--- src/rtl/ctu_pkg.sv ---
package ctu_pkg;
  localparam int ADDR_W = 16;
  localparam logic [ADDR_W-1:0] ST_BASE   = 16'h0000;
  localparam logic [ADDR_W-1:0] MSKA_BASE = 16'h0010;
  localparam logic [ADDR_W-1:0] MSKB_BASE = 16'h0014;
  localparam logic [ADDR_W-1:0] CTL_BASE  = 16'h0018;
  localparam logic [ADDR_W-1:0] MODE_ADDR = 16'h001E;
  localparam int MODE_W        = 2;
  localparam int MODE_OR_BIT   = 0;
  localparam int MODE_COUT_BIT = 1;
endpackage

--- src/rtl/ctu_coinc.sv ---
module ctu_coinc #(
  parameter int PORT_W = 32
) (
  input  logic              clk,
  input  logic              rst_n,
  input  logic [PORT_W-1:0] a_in,
  input  logic [PORT_W-1:0] b_in,
  input  logic [PORT_W-1:0] mask_a,
  input  logic [PORT_W-1:0] mask_b,
  input  logic              sel_or,
  output logic [PORT_W-1:0] a_cap,
  output logic [PORT_W-1:0] b_cap,
  output logic              trig
);
  logic [PORT_W-1:0] a_q, b_q;
  logic [PORT_W-1:0] a_en, b_en;
  logic              coin_now, coin_q, trig_d;

  // masked operands and the combining function
  always_comb begin
    a_en = a_q & mask_a;
    b_en = b_q & mask_b;
    if (sel_or) coin_now = (|a_en) | (|b_en);
    else        coin_now = |(a_en & b_en);
    trig_d = coin_now & ~coin_q;
  end

  always_ff @(posedge clk or negedge rst_n) begin
    if (!rst_n) begin
      a_q    <= '0;
      b_q    <= '0;
      coin_q <= 1'b0;
      trig   <= 1'b0;
    end else begin
      a_q    <= a_in;
      b_q    <= b_in;
      coin_q <= coin_now;
      trig   <= trig_d;
    end
  end

  assign a_cap = a_q;
  assign b_cap = b_q;

  // a pulse never lasts two cycles
  a_r5_one_cycle: assert property (@(posedge clk) disable iff (!rst_n)
    trig |=> !trig);
  // with every bit disabled no pulse can follow
  a_r4_all_masked: assert property (@(posedge clk) disable iff (!rst_n)
    (mask_a == '0 && mask_b == '0) |=> !trig);
endmodule

--- src/rtl/ctu_regfile.sv ---
module ctu_regfile
  import ctu_pkg::*;
#(
  parameter int PORT_W = 32,
  parameter int REG_W  = 16
) (
  input  logic              clk,
  input  logic              rst_n,
  input  logic              wr_stb,
  input  logic              rd_stb,
  input  logic [ADDR_W-1:0] addr,
  input  logic [REG_W-1:0]  wdata,
  output logic [REG_W-1:0]  rdata,
  input  logic [PORT_W-1:0] st_a,
  input  logic [PORT_W-1:0] st_b,
  input  logic [PORT_W-1:0] st_c,
  output logic [PORT_W-1:0] mask_a,
  output logic [PORT_W-1:0] mask_b,
  output logic [PORT_W-1:0] ctl_c,
  output logic              mode_or,
  output logic              mode_cout
);
  localparam int HALVES = PORT_W / REG_W;

  logic [HALVES-1:0][REG_W-1:0] mska_q, mska_d, mskb_q, mskb_d, ctl_q, ctl_d;
  logic [MODE_W-1:0] mode_q, mode_d;
  logic [REG_W-1:0]  rd_d, rd_q;

  // write decode
  always_comb begin
    mska_d = mska_q;
    mskb_d = mskb_q;
    ctl_d  = ctl_q;
    mode_d = mode_q;
    if (wr_stb) begin
      for (int h = 0; h < HALVES; h++) begin
        if (addr == MSKA_BASE + ADDR_W'(2*h)) mska_d[h] = wdata;
        if (addr == MSKB_BASE + ADDR_W'(2*h)) mskb_d[h] = wdata;
        if (addr == CTL_BASE  + ADDR_W'(2*h)) ctl_d[h]  = wdata;
      end
      if (addr == MODE_ADDR) mode_d = wdata[MODE_W-1:0];
    end
  end

  // read decode: unmapped and write-only addresses give zero
  always_comb begin
    rd_d = '0;
    if (rd_stb) begin
      for (int h = 0; h < HALVES; h++) begin
        if (addr == ST_BASE + ADDR_W'(2*h))            rd_d = st_a[h*REG_W +: REG_W];
        if (addr == ST_BASE + ADDR_W'(2*(HALVES+h)))   rd_d = st_b[h*REG_W +: REG_W];
        if (addr == ST_BASE + ADDR_W'(2*(2*HALVES+h))) rd_d = st_c[h*REG_W +: REG_W];
        if (addr == MSKA_BASE + ADDR_W'(2*h))          rd_d = mska_q[h];
        if (addr == MSKB_BASE + ADDR_W'(2*h))          rd_d = mskb_q[h];
        if (addr == CTL_BASE  + ADDR_W'(2*h))          rd_d = ctl_q[h];
      end
    end
  end

  always_ff @(posedge clk or negedge rst_n) begin
    if (!rst_n) begin
      mska_q <= '0;
      mskb_q <= '0;
      ctl_q  <= '0;
      mode_q <= '0;
      rd_q   <= '0;
    end else begin
      if (wr_stb) begin
        mska_q <= mska_d;
        mskb_q <= mskb_d;
        ctl_q  <= ctl_d;
        mode_q <= mode_d;
      end
      rd_q <= rd_d;
    end
  end

  assign mask_a    = mska_q;
  assign mask_b    = mskb_q;
  assign ctl_c     = ctl_q;
  assign mode_or   = mode_q[MODE_OR_BIT];
  assign mode_cout = mode_q[MODE_COUT_BIT];
  assign rdata     = rd_q;

  // read data is zero unless a strobe came the cycle before
  a_r7_idle_zero: assert property (@(posedge clk) disable iff (!rst_n)
    !rd_stb |=> rdata == '0);
  // the mode word changes only through its own address
  a_r8_mode_hold: assert property (@(posedge clk) disable iff (!rst_n)
    !(wr_stb && addr == MODE_ADDR) |=> $stable(mode_q));
endmodule

--- src/rtl/coinc_trig_unit.sv ---
module coinc_trig_unit
  import ctu_pkg::*;
#(
  parameter int PORT_W = 32,
  parameter int REG_W  = 16
) (
  input  logic              clk,
  input  logic              rst_n,
  input  logic              wr_stb,
  input  logic              rd_stb,
  input  logic [15:0]       addr,
  input  logic [REG_W-1:0]  wdata,
  output logic [REG_W-1:0]  rdata,
  input  logic [PORT_W-1:0] port_a_in,
  input  logic [PORT_W-1:0] port_b_in,
  input  logic [PORT_W-1:0] port_c_in,
  output logic [PORT_W-1:0] port_c_out,
  output logic              port_c_oe,
  output logic              trig_out
);
  logic [PORT_W-1:0] mask_a, mask_b, ctl_c, a_cap, b_cap, c_q;
  logic              mode_or, mode_cout;

  always_ff @(posedge clk or negedge rst_n) begin
    if (!rst_n) c_q <= '0;
    else        c_q <= port_c_in;
  end

  ctu_coinc #(.PORT_W(PORT_W)) i_coinc (
    .clk    (clk),
    .rst_n  (rst_n),
    .a_in   (port_a_in),
    .b_in   (port_b_in),
    .mask_a (mask_a),
    .mask_b (mask_b),
    .sel_or (mode_or),
    .a_cap  (a_cap),
    .b_cap  (b_cap),
    .trig   (trig_out)
  );

  ctu_regfile #(.PORT_W(PORT_W), .REG_W(REG_W)) i_regs (
    .clk       (clk),
    .rst_n     (rst_n),
    .wr_stb    (wr_stb),
    .rd_stb    (rd_stb),
    .addr      (addr),
    .wdata     (wdata),
    .rdata     (rdata),
    .st_a      (a_cap),
    .st_b      (b_cap),
    .st_c      (c_q),
    .mask_a    (mask_a),
    .mask_b    (mask_b),
    .ctl_c     (ctl_c),
    .mode_or   (mode_or),
    .mode_cout (mode_cout)
  );

  assign port_c_oe  = mode_cout;
  assign port_c_out = mode_cout ? ctl_c : '0;

  // the port C driver turns on only after a register write
  a_r9_oe_by_write: assert property (@(posedge clk) disable iff (!rst_n)
    $rose(port_c_oe) |-> $past(wr_stb));
endmodule

--- config.mk ---
export PLATFORM = sky130hd
export DESIGN_NAME = coinc_trig_unit
export DESIGN_NICKNAME = d
export VERILOG_FILES = /design/src/rtl/ctu_pkg.sv /design/src/rtl/ctu_coinc.sv /design/src/rtl/ctu_regfile.sv /design/src/rtl/coinc_trig_unit.sv
export SDC_FILE = /design/constraint.sdc
export NUM_CORES = 1
export LEC_CHECK = 0
export ABC_AREA = 1
export BUFFER_PORTS_ARGS = -buffer_cell sky130_fd_sc_hd__buf_2
export CORE_UTILIZATION = 35
export DETAILED_ROUTE_END_ITERATION = 10
export MAX_ROUTING_LAYER = met4
export PLACE_DENSITY = 0.62
export SYNTH_ARGS = -nofsm -noshare
export SYNTH_HDL_FRONTEND = slang
export SYNTH_SLANG_ARGS = --single-unit
--- constraint.sdc ---
create_clock -name clk -period 4.75 [get_ports clk]
set_clock_uncertainty 0.2 [all_clocks]
set_input_delay 0.2375 -clock clk [delete_from_list [all_inputs] [get_ports clk]]
set_output_delay 0.2375 -clock clk [all_outputs]
set_load 0.03 [all_outputs]
* After elaboration in Yosys (flattened, before gate mapping)
Cells that the tools add are included.
** Storage, ports and cells
- Flip-flop bits (word level) :: 212
- Output and inout bits :: 50
- Bits of input ports :: 132
** Cells by class
- Equality and inequality tests :: 12
- Reductions and logical operators :: 11
- Bitwise operators :: 6
- Mux-type cells :: 15
** Operators with widths (count)
- $mux W16 :: 13
- $eq A16 B5 Y1 const B :: 7
- $and A32 B32 Y32 :: 3
- $reduce_or A32 Y1 :: 3
- $eq A16 B3 Y1 const B :: 2
- $eq A16 B4 Y1 const B :: 2
- $mux W32 :: 1
- $eq A16 B2 Y1 const B :: 1
- $logic_not A16 Y1 :: 1
- $reduce_and A2 Y1 :: 7
- $and A1 B1 Y1 :: 1
- $mux W1 :: 1
- $not A1 Y1 :: 1
- $or A1 B1 Y1 :: 1

* Logic depth before layout (Yosys ltp)
Gate-level depths: netlist of run 1.
- Depth in word-level cells :: 14
- Mapped depth :: 18

* Hierarchy
Synthesis of run 1 repeated with hierarchy kept, for this count alone.
** Unflattened totals
- Cells, all modules :: 1378
- Area total of the unflattened synthesis :: 10259.8 µm²
** By module, submodules not included
- ctu_regfile :: cells each 1019, instances 1, area an instance 6706.4 µm², seq. area each 2852.7 µm²
- ctu_coinc :: cells each 260, instances 1, area an instance 2478.6 µm², seq. area each 1651.6 µm²
- coinc_trig_unit :: cells each 99, instances 1, area an instance 1074.8 µm², seq. area each 800.8 µm²

* Worst setup path before layout of run 1
No wires, ideal clock.
- Path kind :: input to register
- Start :: input addr[0]
- End :: register i_regs.rd_q[10], in the netlist i_regs.rdata[10]
- Arrival time :: 1494 ps
- Slack :: 2933 ps
- Stages on the path :: 15
- Cells stage by stage :: nor2_1 > inv_2 > nor2_4 > nand3_1 > clkbuf_1 > o21ai_1 > inv_1 > nand2_1 > nand2_1 > nand2_1 > nand2_1 > nand2_1 > nand2_1 > nand2_1 > a21oi_1
** On the way
- Cells in the longest elaborated chain, start to end :: 14
** RTL lines
- start, declared :: line coinc_trig_unit.sv:11 : input logic [15:0] addr,
- $logic_not A16 Y1 :: line ctu_regfile.sv:50 : if (addr == ST_BASE + ADDR_W'(2*h)) rd_d = st_a[h*REG_W +: REG_W];
- $mux W16 :: line ctu_regfile.sv:50
- $mux W16 :: line ctu_regfile.sv:51 : if (addr == ST_BASE + ADDR_W'(2*(HALVES+h))) rd_d = st_b[h*REG_W +: REG_W];
- $mux W16 :: line ctu_regfile.sv:52 : if (addr == ST_BASE + ADDR_W'(2*(2*HALVES+h))) rd_d = st_c[h*REG_W +: REG_W];
- $mux W16 :: line ctu_regfile.sv:53 : if (addr == MSKA_BASE + ADDR_W'(2*h)) rd_d = mska_q[h];
- $mux W16 :: line ctu_regfile.sv:54 : if (addr == MSKB_BASE + ADDR_W'(2*h)) rd_d = mskb_q[h];
- $mux W16 :: line ctu_regfile.sv:55 : if (addr == CTL_BASE + ADDR_W'(2*h)) rd_d = ctl_q[h];
- $mux W16 :: line ctu_regfile.sv:50
- $mux W16 :: line ctu_regfile.sv:51
- $mux W16 :: line ctu_regfile.sv:52
- $mux W16 :: line ctu_regfile.sv:53
- $mux W16 :: line ctu_regfile.sv:54
- $mux W16 (*) :: line ctu_regfile.sv:55
- $mux W16 (*) :: line ctu_regfile.sv:48 : if (rd_stb) begin
- named net i_regs.rd_d[10] :: line ctu_regfile.sv:27 : logic [REG_W-1:0] rd_d, rd_q;
- end signal, assigned :: line ctu_regfile.sv:74 : rd_q <= rd_d;
- end, declared :: line ctu_regfile.sv:27
Mark *: on every way through the listed nets, which the timed path passes. The rest lies on a longest branch.
A chain may end at the register's enable or synchronous reset.

* Worst setup path after layout of run 1
- Start :: input addr[2]
- End :: register i_regs.mskb_q, in the netlist i_regs.mask_b[3]
** On the way
- Cells in the longest elaborated chain, start to end :: 2
** RTL lines
- $eq A16 B5 Y1 :: line ctu_regfile.sv:38 : if (addr == MSKB_BASE + ADDR_W'(2*h)) mskb_d[h] = wdata;
- $reduce_and A2 Y1 (no source line)
- end signal, assigned :: line ctu_regfile.sv:70 : mskb_q <= mskb_d;
- end, declared :: line ctu_regfile.sv:25 : logic [HALVES-1:0][REG_W-1:0] mska_q, mska_d, mskb_q, mskb_d, ctl_q, ctl_d;
No other way between the ends.

==> results of run 1 <==
[registers in the layout (all words and copies together) (netlist names)]
signal and count:
i_coinc.b_cap 32, i_coinc.a_cap 32, i_regs.mask_b 32, i_regs.mode_q 2
i_regs.mask_a 32, i_regs.rdata 16, c_q 32, i_regs.ctl_c 32
i_coinc.trig 1, i_coinc.coin_q 1
[cell usage after synthesis, types with 2 or more instances]
cell type / n / area, um^2
o22ai_1: 7 / 43.79
or2_0: 5 / 31.28
nor2_2: 3 / 18.77
nor3_1: 4 / 20.02
nor2_4: 3 / 33.78
inv_1: 189 / 709.4
nor4_1: 5 / 31.28
buf_2: 11 / 55.05
nor2_1: 57 / 214.0
o21ai_1: 40 / 200.2
nand2_1: 428 / 1607
buf_4: 4 / 30.03
nand4_1: 51 / 319.1
nand3_1: 28 / 140.1
buf_6: 2 / 22.52
clkinv_2: 2 / 10.01
inv_2: 13 / 48.80
a21oi_1: 16 / 80.08
or2_1: 9 / 56.30
clkbuf_1: 40 / 150.1
o21ai_0: 140 / 700.7
dfrtp_1: 212 / 5305
nand3_2: 2 / 20.02
[per-stage QoR]
stage | setup slack [ns] | hold slack [ns] | std cells
floorplan | 2.933 | -0.2581 | 1279
global placement | 1.670 | 0.1467 | 1788
detailed placement | 1.636 | 0.1468 | 1788
CTS | 2.093 | 0.01931 | 1946
global route | 1.758 | 0.03988 | 1946
finish | 2.040 | 0.03879 | 1946
[how the worst max path moves through the flow]
| stage | end | slack [ns] |
|---|---|---|
| 2_1_floorplan | i_regs.rdata[10]$_DFF_PN0_ | 2.93 |
| 3_3_place_gp | i_regs.mask_b[31]$_DFFE_PN0P_ | 1.67 |
| 3_5_place_dp | i_regs.mask_b[19]$_DFFE_PN0P_ | 1.64 |
| 4_1_cts | i_regs.mask_b[19]$_DFFE_PN0P_ | 2.09 |
| 5_1_grt | i_regs.mask_b[31]$_DFFE_PN0P_ | 1.76 |
| 6_report | i_regs.mask_b[3]$_DFFE_PN0P_ | 2.04 |
[layout by cell type (no fill, tap or decap)]
| cell | count |
|---|---|
| a21oi_1 | 16 |
| buf_12 | 1 |
| buf_2 | 180 |
| buf_4 | 6 |
| bufinv_16 | 3 |
| clkbuf_1 | 2 |
| clkbuf_16 | 25 |
| clkbuf_8 | 5 |
| clkinv_2 | 6 |
| clkinv_4 | 2 |
| clkinvlp_4 | 3 |
| dfrtp_1 | 212 |
| dlygate4sd3_1 | 115 |
| inv_1 | 189 |
| inv_2 | 13 |
| nand2_1 | 428 |
| nand2_2 | 1 |
| nand2_4 | 1 |
| nand3_1 | 28 |
| nand3_2 | 2 |
| nand3b_1 | 1 |
| nand4_1 | 51 |
| nor2_1 | 57 |
| nor2_2 | 3 |
| nor2_4 | 3 |
| nor3_1 | 4 |
| nor4_1 | 5 |
| o2111ai_1 | 1 |
| o21ai_0 | 140 |
| o21ai_1 | 40 |
| o221ai_1 | 1 |
| o22a_1 | 1 |
| o22ai_1 | 7 |
| or2_0 | 5 |
| or2_1 | 9 |
| or2_2 | 1 |
| or3_1 | 1 |
[final cells by class]
cell class / instances / area share [%]
repair buffers: 303 / 16.27
multi-input cells: 806 / 27.34
well taps: 378 / 3.612
clock buffers: 31 / 5.255
inverters: 204 / 5.867
clock inverters: 12 / 1.147
flip-flops and latches: 212 / 40.51
[routing by layer]
metal / vias up / global-route usage [%] / part of all wire, %
met5: - / - / 0
met1: 4426 / 29.19 / 42
met3: 64 / 3.093 / 6.0
met4: 0 / 6.698 / 2.9
li1: 4527 / - / -
met2: 360 / 38.31 / 49
[cells by family (layout without fill, tap and decap cells)]
family / Yosys count / in the layout / synth area share [%]
compound gates: 206 / 206 / 10.60
buf+inv: 261 / 550 / 10.35
flops: 212 / 212 / 53.53
simple gates: 600 / 600 / 25.51
[report_power, final]
group,switching [W],internal (W),total [W],leakage (nW)
Combinational,0.000107,0.000109,0.000216,3.73
Clock,0.000759,0.00119,0.00195,0.406
Sequential,0.0000306,0.00185,0.00188,2.74
[critical path: stages]
cell and delay (ns):
dlygate4sd3_1 0.54, buf_2 0.15, nand2_1 0.11, nor2_4 0.42, nand3_1 0.93, o21ai_0 0.52
==> results by group, run 1 <==
Status
  – Outcome: finished clean

Power
  – Leak: 6.872 nW
  – Final Total Pwr: a little over 0.004 W
  – P per Cell Area: 308.5 nW/um^2
  – VDD IR max: between 0.2 and 0.3 mV

STA
  – Slew Viols, Final: 0
  – Slew @ Worst Pin: roughly 1.2 ns
  – Final worst path period share: 57.05%
  – TNS Setup: 0 ns
  – Fin crit period: 2.710 ns
  – Fin. Hold Viols: 0
  – Relative slew slack: 20.54%
  – Final setup vio count: 0
  – RSZ-0062 raised after global routing: false
  – Peak Freq: 0.3690 GHz

Critical path
  – RR Endpoint: i_coinc.trig$_DFF_PN0_
  – Worst Setup Start Kind: input port
  – Worst R2R Start: i_regs.mask_b[23]$_DFFE_PN0P_
  – Critical Path RT: slightly below 5 ns
  – R2R cell count: 7
  – Critical path arrival: 2.91 ns
  – Setup Crit Path Kind: input port to flip-flop
  – CP Max Fanout: 32
  – Reg2Reg Setup Slack: roughly 2.8 ns
  – CP Capture Type: flip-flop
  – Worst Setup SP: addr[2]

Cells and area
  – Area delta synth->final: 32.13%
  – Area of the multi-input gates: between 3000 and 4000 um^2
  – Register area: roughly 5300 um^2
  – Number of fill cells: 2767
  – Proportion of layout cells with a drive suffix above 1: 16.26%
  – Antenna cells: 0
  – Util after Layout: 47.14%
  – Design Area, Final: 13100 um^2
  – Final nets: roughly 1700

Clock network
  – CTS Sinks: 212
  – CTS max path bufs: 3
  – Root Buffer: clkbuf_16
  – CTS tree: done
  – Clk slew on worst S/H paths: roughly 0.060 ns
  – Total CTS buffers: 24
  – Hold_buf cts: ~120
  – PostCTS Resize Cnt: 0
  – Clk_lat worst skew: ~0.52 ns
  – Setup Buffers After CTS: 0
  – H-Tree Depth: 1

Routing
  – Via density: 4.819
  – WL/cell: ~16 um
  – Routed Antenna Nets: 0
  – Routed vias: around 9400
  – DR DRC count: 0
  – Router iterations before antenna repair: 5
  – Initial DRC Count: between 700 and 800
  – Routed WL: about 32 mm

Synth
  – Avg Inst Size Synth: 7.749 um^2
  – Post-synthesis net count: about 1400
  – Seq/Total Area, Yosys: a little over half
  – Ys Warns: 0
  – Mapped Area: around 9900 um^2
  – FFs w/ async S/R, synth: between 90% and 100%
  – Library cells used by synthesis: 31
  – Ys flop type: dfrtp_1
  – Number of enable flip-flop cells after synthesis: 0
  – Syn Inst Count: between 1000 and 1500
  – Register bit count reported by yosys: roughly 210

Placed design
  – DP Area: 11110 um^2
  – Buffers on Ports: 181
  – Dpl hpwl: 22.15 mm
  – Routability Congestion: 0.8866

GRT
  – Largest net degree at the start of global routing: between 100 and 150
  – First-pass GRT wire length: roughly 49 mm
  – Initial antenna violation count: 0
  – All-Layer GR Usage: 23.01%
  – GRT overflow: 0
  – Number of global-route vias before repair: 8937

Die
  – Die Area: a little under 30000 um^2
  – Starting Density: about 36%
  – Rows: ~60
  – Boundary Pins: approximately 180
  – Die Wd: between 150 and 200 um
  – Core Area: between 20000 and 30000 um^2
  – Die H: approximately 170 um

Hold path
  – Hold crit path type: input port to flip-flop
  – Worst Hold End: i_regs.mode_q[0]$_DFFE_PN0P_
  – Worst Hold Depth: 3
  – Hold_sp: wr_stb

Run
  – Number of max-cap violations: 0
(Power assumes the default switching activity.)
==> run 2: changes to the inputs <==
==> constraint.sdc (replaced) <==
create_clock -name clk -period 2.7 [get_ports clk]
set_clock_uncertainty 0.2 [all_clocks]
set_input_delay 0.135 -clock clk [delete_from_list [all_inputs] [get_ports clk]]
set_output_delay 0.135 -clock clk [all_outputs]
set_load 0.03 [all_outputs]
==> run 2 against run 1 <==
Sequential power rose by 76%. Setup slack worse by 1.6 ns. First-iteration DRC count decreased by 13%. Flip-flop and latch count unchanged. Critical path type unchanged. Largest cell class unchanged.
==> results by group, run 2 (synthesis results as in run 1) <==
Clock network
  – Total CTS buffers: 25 (+4.2%)
  – CTS tree: done
  – CTS max path bufs: 3 (unchanged)
  – Clk_lat worst skew: 0.53 ns (about the same)
  – CTS Sinks: 212 (unchanged)
  – H-Tree Depth: 1 (unchanged)
  – Clk slew on worst S/H paths: 0.06 ns (about the same)
  – Root Buffer: clkbuf_16
  – PostCTS Resize Cnt: 0 (unchanged)

Placed design
  – Routability Congestion: 0.9649 (+8.8%)
  – Pre-CTS setup slack: 0.3132 ns (-1.323 ns)
  – Buffers on Ports: 181 (unchanged)
  – DP Area: 11270 um^2 (+1.4%)
  – Dpl hpwl: 22.97 mm (+3.7%)

STA
  – RSZ-0062 raised after global routing: false
  – Fin crit period: between 2 and 2.5 ns
  – Relative slew slack: 61.20% (+41 points)
  – Post-route setup slack: 0.4667 ns (-1.573 ns)
  – Peak Freq: between 0.4 and 0.5 GHz
  – Final worst path period share: between 80 and 90%
  – Slew @ Worst Pin: 0.5814 ns (-0.6071 ns)
  – Fin. Hold Viols: 0 (unchanged)
  – Slew Viols, Final: 0 (unchanged)
  – Final setup vio count: 0 (unchanged)
  – TNS Setup: 0 ns (unchanged)

Routing
  – Initial DRC Count: 662 (-13%)
  – WL/cell: 16.51 um (+1.3%)
  – Routed Antenna Nets: 0 (unchanged)
  – Via density: 4.743 (-1.6%)
  – Router iterations before antenna repair: 5 (unchanged)
  – Routed vias: 9339 (-0.41%)
  – DR DRC count: 0 (unchanged)
  – Routed WL: 32.50 mm (+2.5%)

GRT
  – Grt met2 use: 40.70% (+2.4 points)
  – GR Util met1: 29.49% (+0.30 points)
  – Met3 Resource Use GR: 2.674% (-0.42 points)
  – Gr busiest metal: met2
  – Initial antenna violation count: 0 (unchanged)
  – Largest net degree at the start of global routing: 57 (-58%)
  – Number of global-route vias before repair: 9378 (+4.9%)
  – First-pass GRT wire length: 50.87 mm (+3.3%)
  – GRT overflow: 0 (unchanged)
  – All-Layer GR Usage: 23.76% (+0.75 points)

Critical path
  – Critical path arrival: 2.46 ns (-0.45 ns)
  – Critical Path RT: 2.93 ns (-2.02 ns)
  – WP depth: 17 (+11)
  – CP max-delay cell: dlygate4sd3_1
  – Setup Crit Path Kind: input port to flip-flop
  – CP Capture Type: flip-flop
  – Buf/Inv on CP: 3 (+1)
  – Most used cell, CP: nand2_1
  – Crit path largest cell delay: 0.53 ns (-0.40 ns)
  – Cell-by-cell trace of the critical path: dlygate4sd3_1 > buf_2 > inv_2 > nand2_1 > nor2_2 > nand3_2 > nor2_1 > nor2_1 > nand2_1 > nand2_1 > nand2_1 > nand2_1 > nand2_1 > nand2_1 > nand2_1 > nand2_1 > a21oi_1
  – R2R cell count: 7 (unchanged)
  – Worst Setup Start Kind: input port
  – Top cell family by delay on the critical path: simple AND/OR/NAND/NOR gates
  – CP Max Fanout: 16 (-50%)
  – Reg2Reg Setup Slack: 0.71 ns (-2.10 ns)

Cells and area
  – Design Area, Final: 13300 um^2 (+1.6%)
  – Final nets: 1705 (+1.3%)
  – Area delta synth->final: 34.21%
  – Antenna cells: 0 (unchanged)
  – Most common cell after layout, fill and taps aside: nand2_1
  – Proportion of layout cells with a drive suffix above 1: 17.28% (+1.0 points)
  – Commonest non-fill, non-tap cells in the layout: nand2_1 (428), dfrtp_1 (212), inv_1 (189), buf_2 (180), o21ai_0 (140)

Die
  – Rows: 61 (unchanged)
  – Starting Density: 35.67% (unchanged)
  – Die Area: 28990 um^2 (unchanged)
  – Core Area: 27780 um^2 (unchanged)
  – Die Wd: 170.3 um (unchanged)
  – Die H: 170.3 um (unchanged)
  – Boundary Pins: 182 (unchanged)

Power
  – Leak: 6.992 nW (+1.7%)
  – Final Total Pwr: 0.007101 W (+76%)
  – P per Cell Area: 533.9 nW/um^2 (+73%)
  – VDD IR max: 0.5052 mV (+94%)

Hold path
  – Worst Hold Depth: 5 (+2)
  – Hold crit path type: input port to flip-flop

Status
  – Outcome: finished clean

Run
  – Number of max-cap violations: 0 (unchanged)
run 2: cell types whose count changed in the layout (fill, tap and decap cells not counted), sizes merged:
| cell | previous run | this run |
|---|---|---|
| clkinvlp | 3 | 2 |
| inv | 202 | 203 |
| clkbuf | 32 | 35 |
| buf | 187 | 206 |
| dlygate4sd3 | 115 | 117 |
| bufinv | 3 | 2 |
run 2: worst min-delay path: cells and delay by family:
family,cells,cell delay [ns]
buf+inv,1,0.10
simple gates,3,0.36
compound gates,1,0.10
run 2: final cells by class:
cell class              instances  area (um^2)
fillers                      2801        14480
flip-flops and latches        212         5305
multi-input cells             806         3580
repair buffers                324         2338
inverters                     204        768.2
clock buffers                  34        719.4
well taps                     378        473.0
clock inverters                11        117.6
run 2: what timing repair did:
item                                    CTS  global route
hold buffers                            118             0
buffers inserted                          0             0
endpoints found under the setup margin    0             0
hold endpoints to repair                422             0
run 2: through the flow:
step / util [%] / instances / hold WS (ns)
5_1_grt: 47.88 / 1969 / 0.02253
4_1_cts: 47.88 / 1969 / 0.002723
3_5_place_dp: 40.55 / 1806 / -0.04532
3_3_place_gp: 40.55 / 1806 / -0.04513
2_1_floorplan: - / 1279 / -0.3606
6_report: 47.88 / 1969 / 0.02358
run 2: report_power, final:
group,total (W),leakage (nW),internal (W),switching (W)
registers,0.00330,2.74,0.00325,0.0000522
clock network,0.00340,0.412,0.00205,0.00134
logic,0.000399,3.84,0.000205,0.000194
run 2: path summary, 6_finish.rpt:
| path | from | end |
|---|---|---|
| max in group asynchronous | rst_n | i_regs.rdata[8]$_DFF_PN0_ |
| hold reg to reg | i_coinc.coin_q$_DFF_PN0_ | i_coinc.trig$_DFF_PN0_ |
| hold / removal | addr[1] | i_regs.mode_q[1]$_DFFE_PN0P_ |
| min in group asynchronous | rst_n | i_coinc.a_cap[13]$_DFF_PN0_ |
| setup reg to reg | i_coinc.b_cap[23]$_DFF_PN0_ | i_coinc.trig$_DFF_PN0_ |
| setup / recovery | addr[2] | i_regs.rdata[3]$_DFF_PN0_ |
run 2: metal layers:
layer	wire, um	up-vias
met5	0	-
met4	947	0
met3	1768	64
met2	16120	332
met1	13670	4361
li1	-	4582
==> run 3: changes to the inputs <==
--- a/config.mk
+++ b/config.mk
@@ -5,12 +5,12 @@
 export SDC_FILE = /design/constraint.sdc
 export NUM_CORES = 1
 export LEC_CHECK = 0
-export ABC_AREA = 1
+export ABC_AREA = 0
 export BUFFER_PORTS_ARGS = -buffer_cell sky130_fd_sc_hd__buf_2
 export CORE_UTILIZATION = 35
 export DETAILED_ROUTE_END_ITERATION = 10
 export MAX_ROUTING_LAYER = met4
-export PLACE_DENSITY = 0.62
+export PLACE_DENSITY = 0.63
 export SYNTH_ARGS = -nofsm -noshare
 export SYNTH_HDL_FRONTEND = slang
 export SYNTH_SLANG_ARGS = --single-unit
==> constraint.sdc (replaced) <==
create_clock -name clk -period 2.1 [get_ports clk]
set_clock_uncertainty 0.2 [all_clocks]
set_input_delay 0.105 -clock clk [delete_from_list [all_inputs] [get_ports clk]]
set_output_delay 0.105 -clock clk [all_outputs]
set_load 0.03 [all_outputs]
==> run 3 against run 2 <==
Sequential share of layout area shrank 1.3 points. Combinational power grew 71%. Die area shrank 2.5%. Hold slack lost 0.013 ns. Clock power grew 31%. Area after synthesis shrank 2.5%. Critical endpoint is now i_coinc.trig$_DFF_PN0_. Largest cell class unchanged.
==> results by group, run 3 <==
Status
  – Outcome: finished clean

Synth
  – FFs w/ async S/R, synth: 100.0% (unchanged)
  – Seq/Total Area, Yosys: 54.92% (+1.4 points)
  – Avg Inst Size Synth: 12.31 um^2 (+59%)
  – Top-count cell post-synth: dfrtp_1
  – Ranking of synthesized cells by area: dfrtp_1 (55%), mux2_2 (7.7%), mux2_4 (4.7%)
  – Number of enable flip-flop cells after synthesis: 0 (unchanged)
  – Post-synth top cells: dfrtp_1 (212), mux2_2 (66), a21oi_1 (49)
  – Ys Warns: 0 (unchanged)
  – Syn Inst Count: 785 (-39%)
  – Mapped Area: 9661 um^2 (-2.5%)
  – Synth top area share: 54.92% (+1.4 points)
  – Register bit count reported by yosys: 212 (unchanged)
  – Post-synthesis net count: 917 (-35%)
  – Ys flop type: dfrtp_1
  – Area leader, netlist: dfrtp_1
  – Library cells used by synthesis: 59 (+90%)

Cells and area
  – Antenna cells: 0 (unchanged)
  – Most common cell after layout, fill and taps aside: dfrtp_1
  – Commonest non-fill, non-tap cells in the layout: dfrtp_1 (211), buf_2 (180), dlygate4sd3_1 (129), mux2_2 (66), buf_4 (66)
  – Proportion of layout cells with a drive suffix above 1: 36.04% (+19 points)
  – Layout Cells excl Fill: 1512 (-23%)
  – Final nets: 1286 (-25%)
  – Area delta synth->final: 42.21%

Routing
  – Initial DRC Count: 760 (+15%)
  – Routed Antenna Nets: 0 (unchanged)
  – Routed WL: 35.92 mm (+10%)
  – Routed vias: 8481 (-9.2%)
  – Router iterations before antenna repair: 5 (unchanged)
  – WL/cell: 23.75 um (+44%)
  – DR DRC count: 0 (unchanged)
  – Via density: 5.609 (+18%)

Critical path
  – Buf/Inv on CP: 1 (-2)
  – CP Max Fanout: 2 (-14)
  – Critical Path RT: 2.30 ns (-0.63 ns)
  – Critical path arrival: 2.21 ns (-0.25 ns)
  – Top cell family by delay on the critical path: compound AO/OA/AOI/OAI gates
  – Cell-by-cell trace of the critical path: a22o_1 > a221oi_1 > buf_4 > nand4_1 > o311a_1
  – Reg2Reg Setup Slack: 0.1 ns (-0.61 ns)
  – Worst Setup Start Kind: flip-flop
  – Crit path largest cell delay: 0.44 ns (-0.09 ns)
  – CP max-delay cell: dfrtp_1
  – Setup Crit Path Kind: flip-flop to flip-flop
  – CP Capture Type: flip-flop

STA
  – Fin crit period: ~2 ns
  – Final worst path period share: 95.39%
  – Final setup vio count: 0 (unchanged)
  – Relative slew slack: 63.19% (+2.0 points)
  – Slew Viols, Final: 0 (unchanged)
  – WHS: 0.01028 ns (-0.01330 ns)
  – Peak Freq: approximately 0.5 GHz
  – TNS Setup: 0 ns (unchanged)
  – Slew @ Worst Pin: 0.5522 ns (-0.02922 ns)
  – RSZ-0062 raised after global routing: false
  – Fin. Hold Viols: 0 (unchanged)

Die
  – Rows: 60 (-1.6%)
  – Die H: 168.1 um (-1.3%)
  – Boundary Pins: 182 (unchanged)
  – Die Area: 28270 um^2 (-2.5%)
  – Core Area: 27030 um^2 (-2.7%)
  – Starting Density: 35.75% (+0.072 points)
  – Die Wd: 168.1 um (-1.3%)

Hold path
  – Hold crit path type: input port to flip-flop

Clock network
  – Clk_lat worst skew: 0.53 ns (about the same)
  – H-Tree Depth: 1 (unchanged)
  – Clk slew on worst S/H paths: 0.06 ns (about the same)
  – Total CTS buffers: 24 (-4.0%)
  – Root Buffer: clkbuf_16
  – CTS tree: done
  – CTS max path bufs: 3 (unchanged)
  – CTS Sinks: 212 (unchanged)

GRT
  – Number of global-route vias before repair: 8614 (-8.1%)
  – GRT overflow: 0 (unchanged)
  – All-Layer GR Usage: 26.33% (+2.6 points)
  – First-pass GRT wire length: 53.87 mm (+5.9%)
  – Initial antenna violation count: 0 (unchanged)
  – Largest net degree at the start of global routing: 62 (+8.8%)

Power
  – Leak: 6.362 nW (-9.0%)
  – Final Total Pwr: 0.009434 W (+33%)
  – VDD IR max: 0.4811 mV (-4.8%)
  – P per Cell Area: 686.7 nW/um^2 (+29%)

Placed design
  – Dpl hpwl: 25.70 mm (+12%)
  – Buffers on Ports: 181 (unchanged)
  – Routability Congestion: 0.9547 (-1.1%)
  – Placed cell count: 1340 (-26%)

Run
  – Number of max-cap violations: 0 (unchanged)
[run 3: cell types whose count changed in the layout (fill, tap and decap cells not counted), sizes merged, moves of 18 or more]
cell,before,now
a221oi,0,18
o22ai,7,30
inv,203,2
nor2,63,9
mux2,0,98
nand2b,0,18
a21oi,16,49
a22oi,0,18
buf,206,265
nand2,430,37
and2,0,46
o21ai,180,18
[run 3: cell families after synthesis]
family,count (synthesis),share of synthesized area [%]
buffers and inverters,54,3.070
multiplexers,114,14.25
AO/OA/AOI/OAI,197,14.25
flip-flops,212,54.92
AND/OR/NAND/NOR,208,13.52
[run 3: final cells by class]
class | instances | area [um^2]
Multi-Input combinational cell | 519 | 4068
Timing Repair Buffer | 395 | 3082
Tap cell | 341 | 426.7
Fill cell | 2433 | 13290
Clock buffer | 35 | 721.9
Inverter | 2 | 7.507
Clock inverter | 8 | 126.4
Sequential cell | 212 | 5306
[run 3: per-stage QoR]
step                area, um^2  util (%)  setup WS, ns
finish                   13740     50.83       0.09676
global route             13740     50.83       0.05823
CTS                      13740     50.83        0.1128
detailed placement       11600     42.91      -0.04296
global placement         11600     42.91       -0.1047
floorplan                 9661         -        0.1008
[run 3: layer usage]
layer / track usage [%] / wire [um] / vias up / share of wire (%)
met5: - / 0 / - / 0
met3: 2.774 / 2195 / 65 / 6.1
met4: 8.617 / 1166 / 0 / 3.2
met2: 42.45 / 17210 / 389 / 48
met1: 34.87 / 15340 / 4280 / 43
li1: - / - / 3747 / -
[run 3: what timing repair did]
item / 4_1_cts / 5_1_grt
buffers inserted: 0 / 0
hold buffers: 129 / 0
hold endpoints to repair: 422 / 0
setup endpoints to repair: 25 / 0
resized for setup: 1 / 0
[run 3: power breakdown]
| part | internal (W) | total [W] | switching, W |
|---|---|---|---|
| Clock | 0.00275 | 0.00447 | 0.00173 |
| Combinational | 0.000348 | 0.000684 | 0.000335 |
| Sequential | 0.00418 | 0.00428 | 0.0000962 |
[run 3: worst paths after layout]
path,from,cells after the start,to
worst max-delay path,i_coinc.a_cap[10]$_DFF_PN0_,5,i_coinc.trig$_DFF_PN0_
worst min-delay path,port_b_in[31],2,i_coinc.b_cap[31]$_DFF_PN0_
worst max register to register,i_coinc.a_cap[10]$_DFF_PN0_,5,i_coinc.trig$_DFF_PN0_
worst min register to register,i_coinc.coin_q$_DFF_PN0_,2,i_coinc.trig$_DFF_PN0_
max in group asynchronous,rst_n,4,i_regs.ctl_c[17]$_DFFE_PN0P_
min in group asynchronous,rst_n,3,i_regs.rdata[14]$_DFF_PN0_
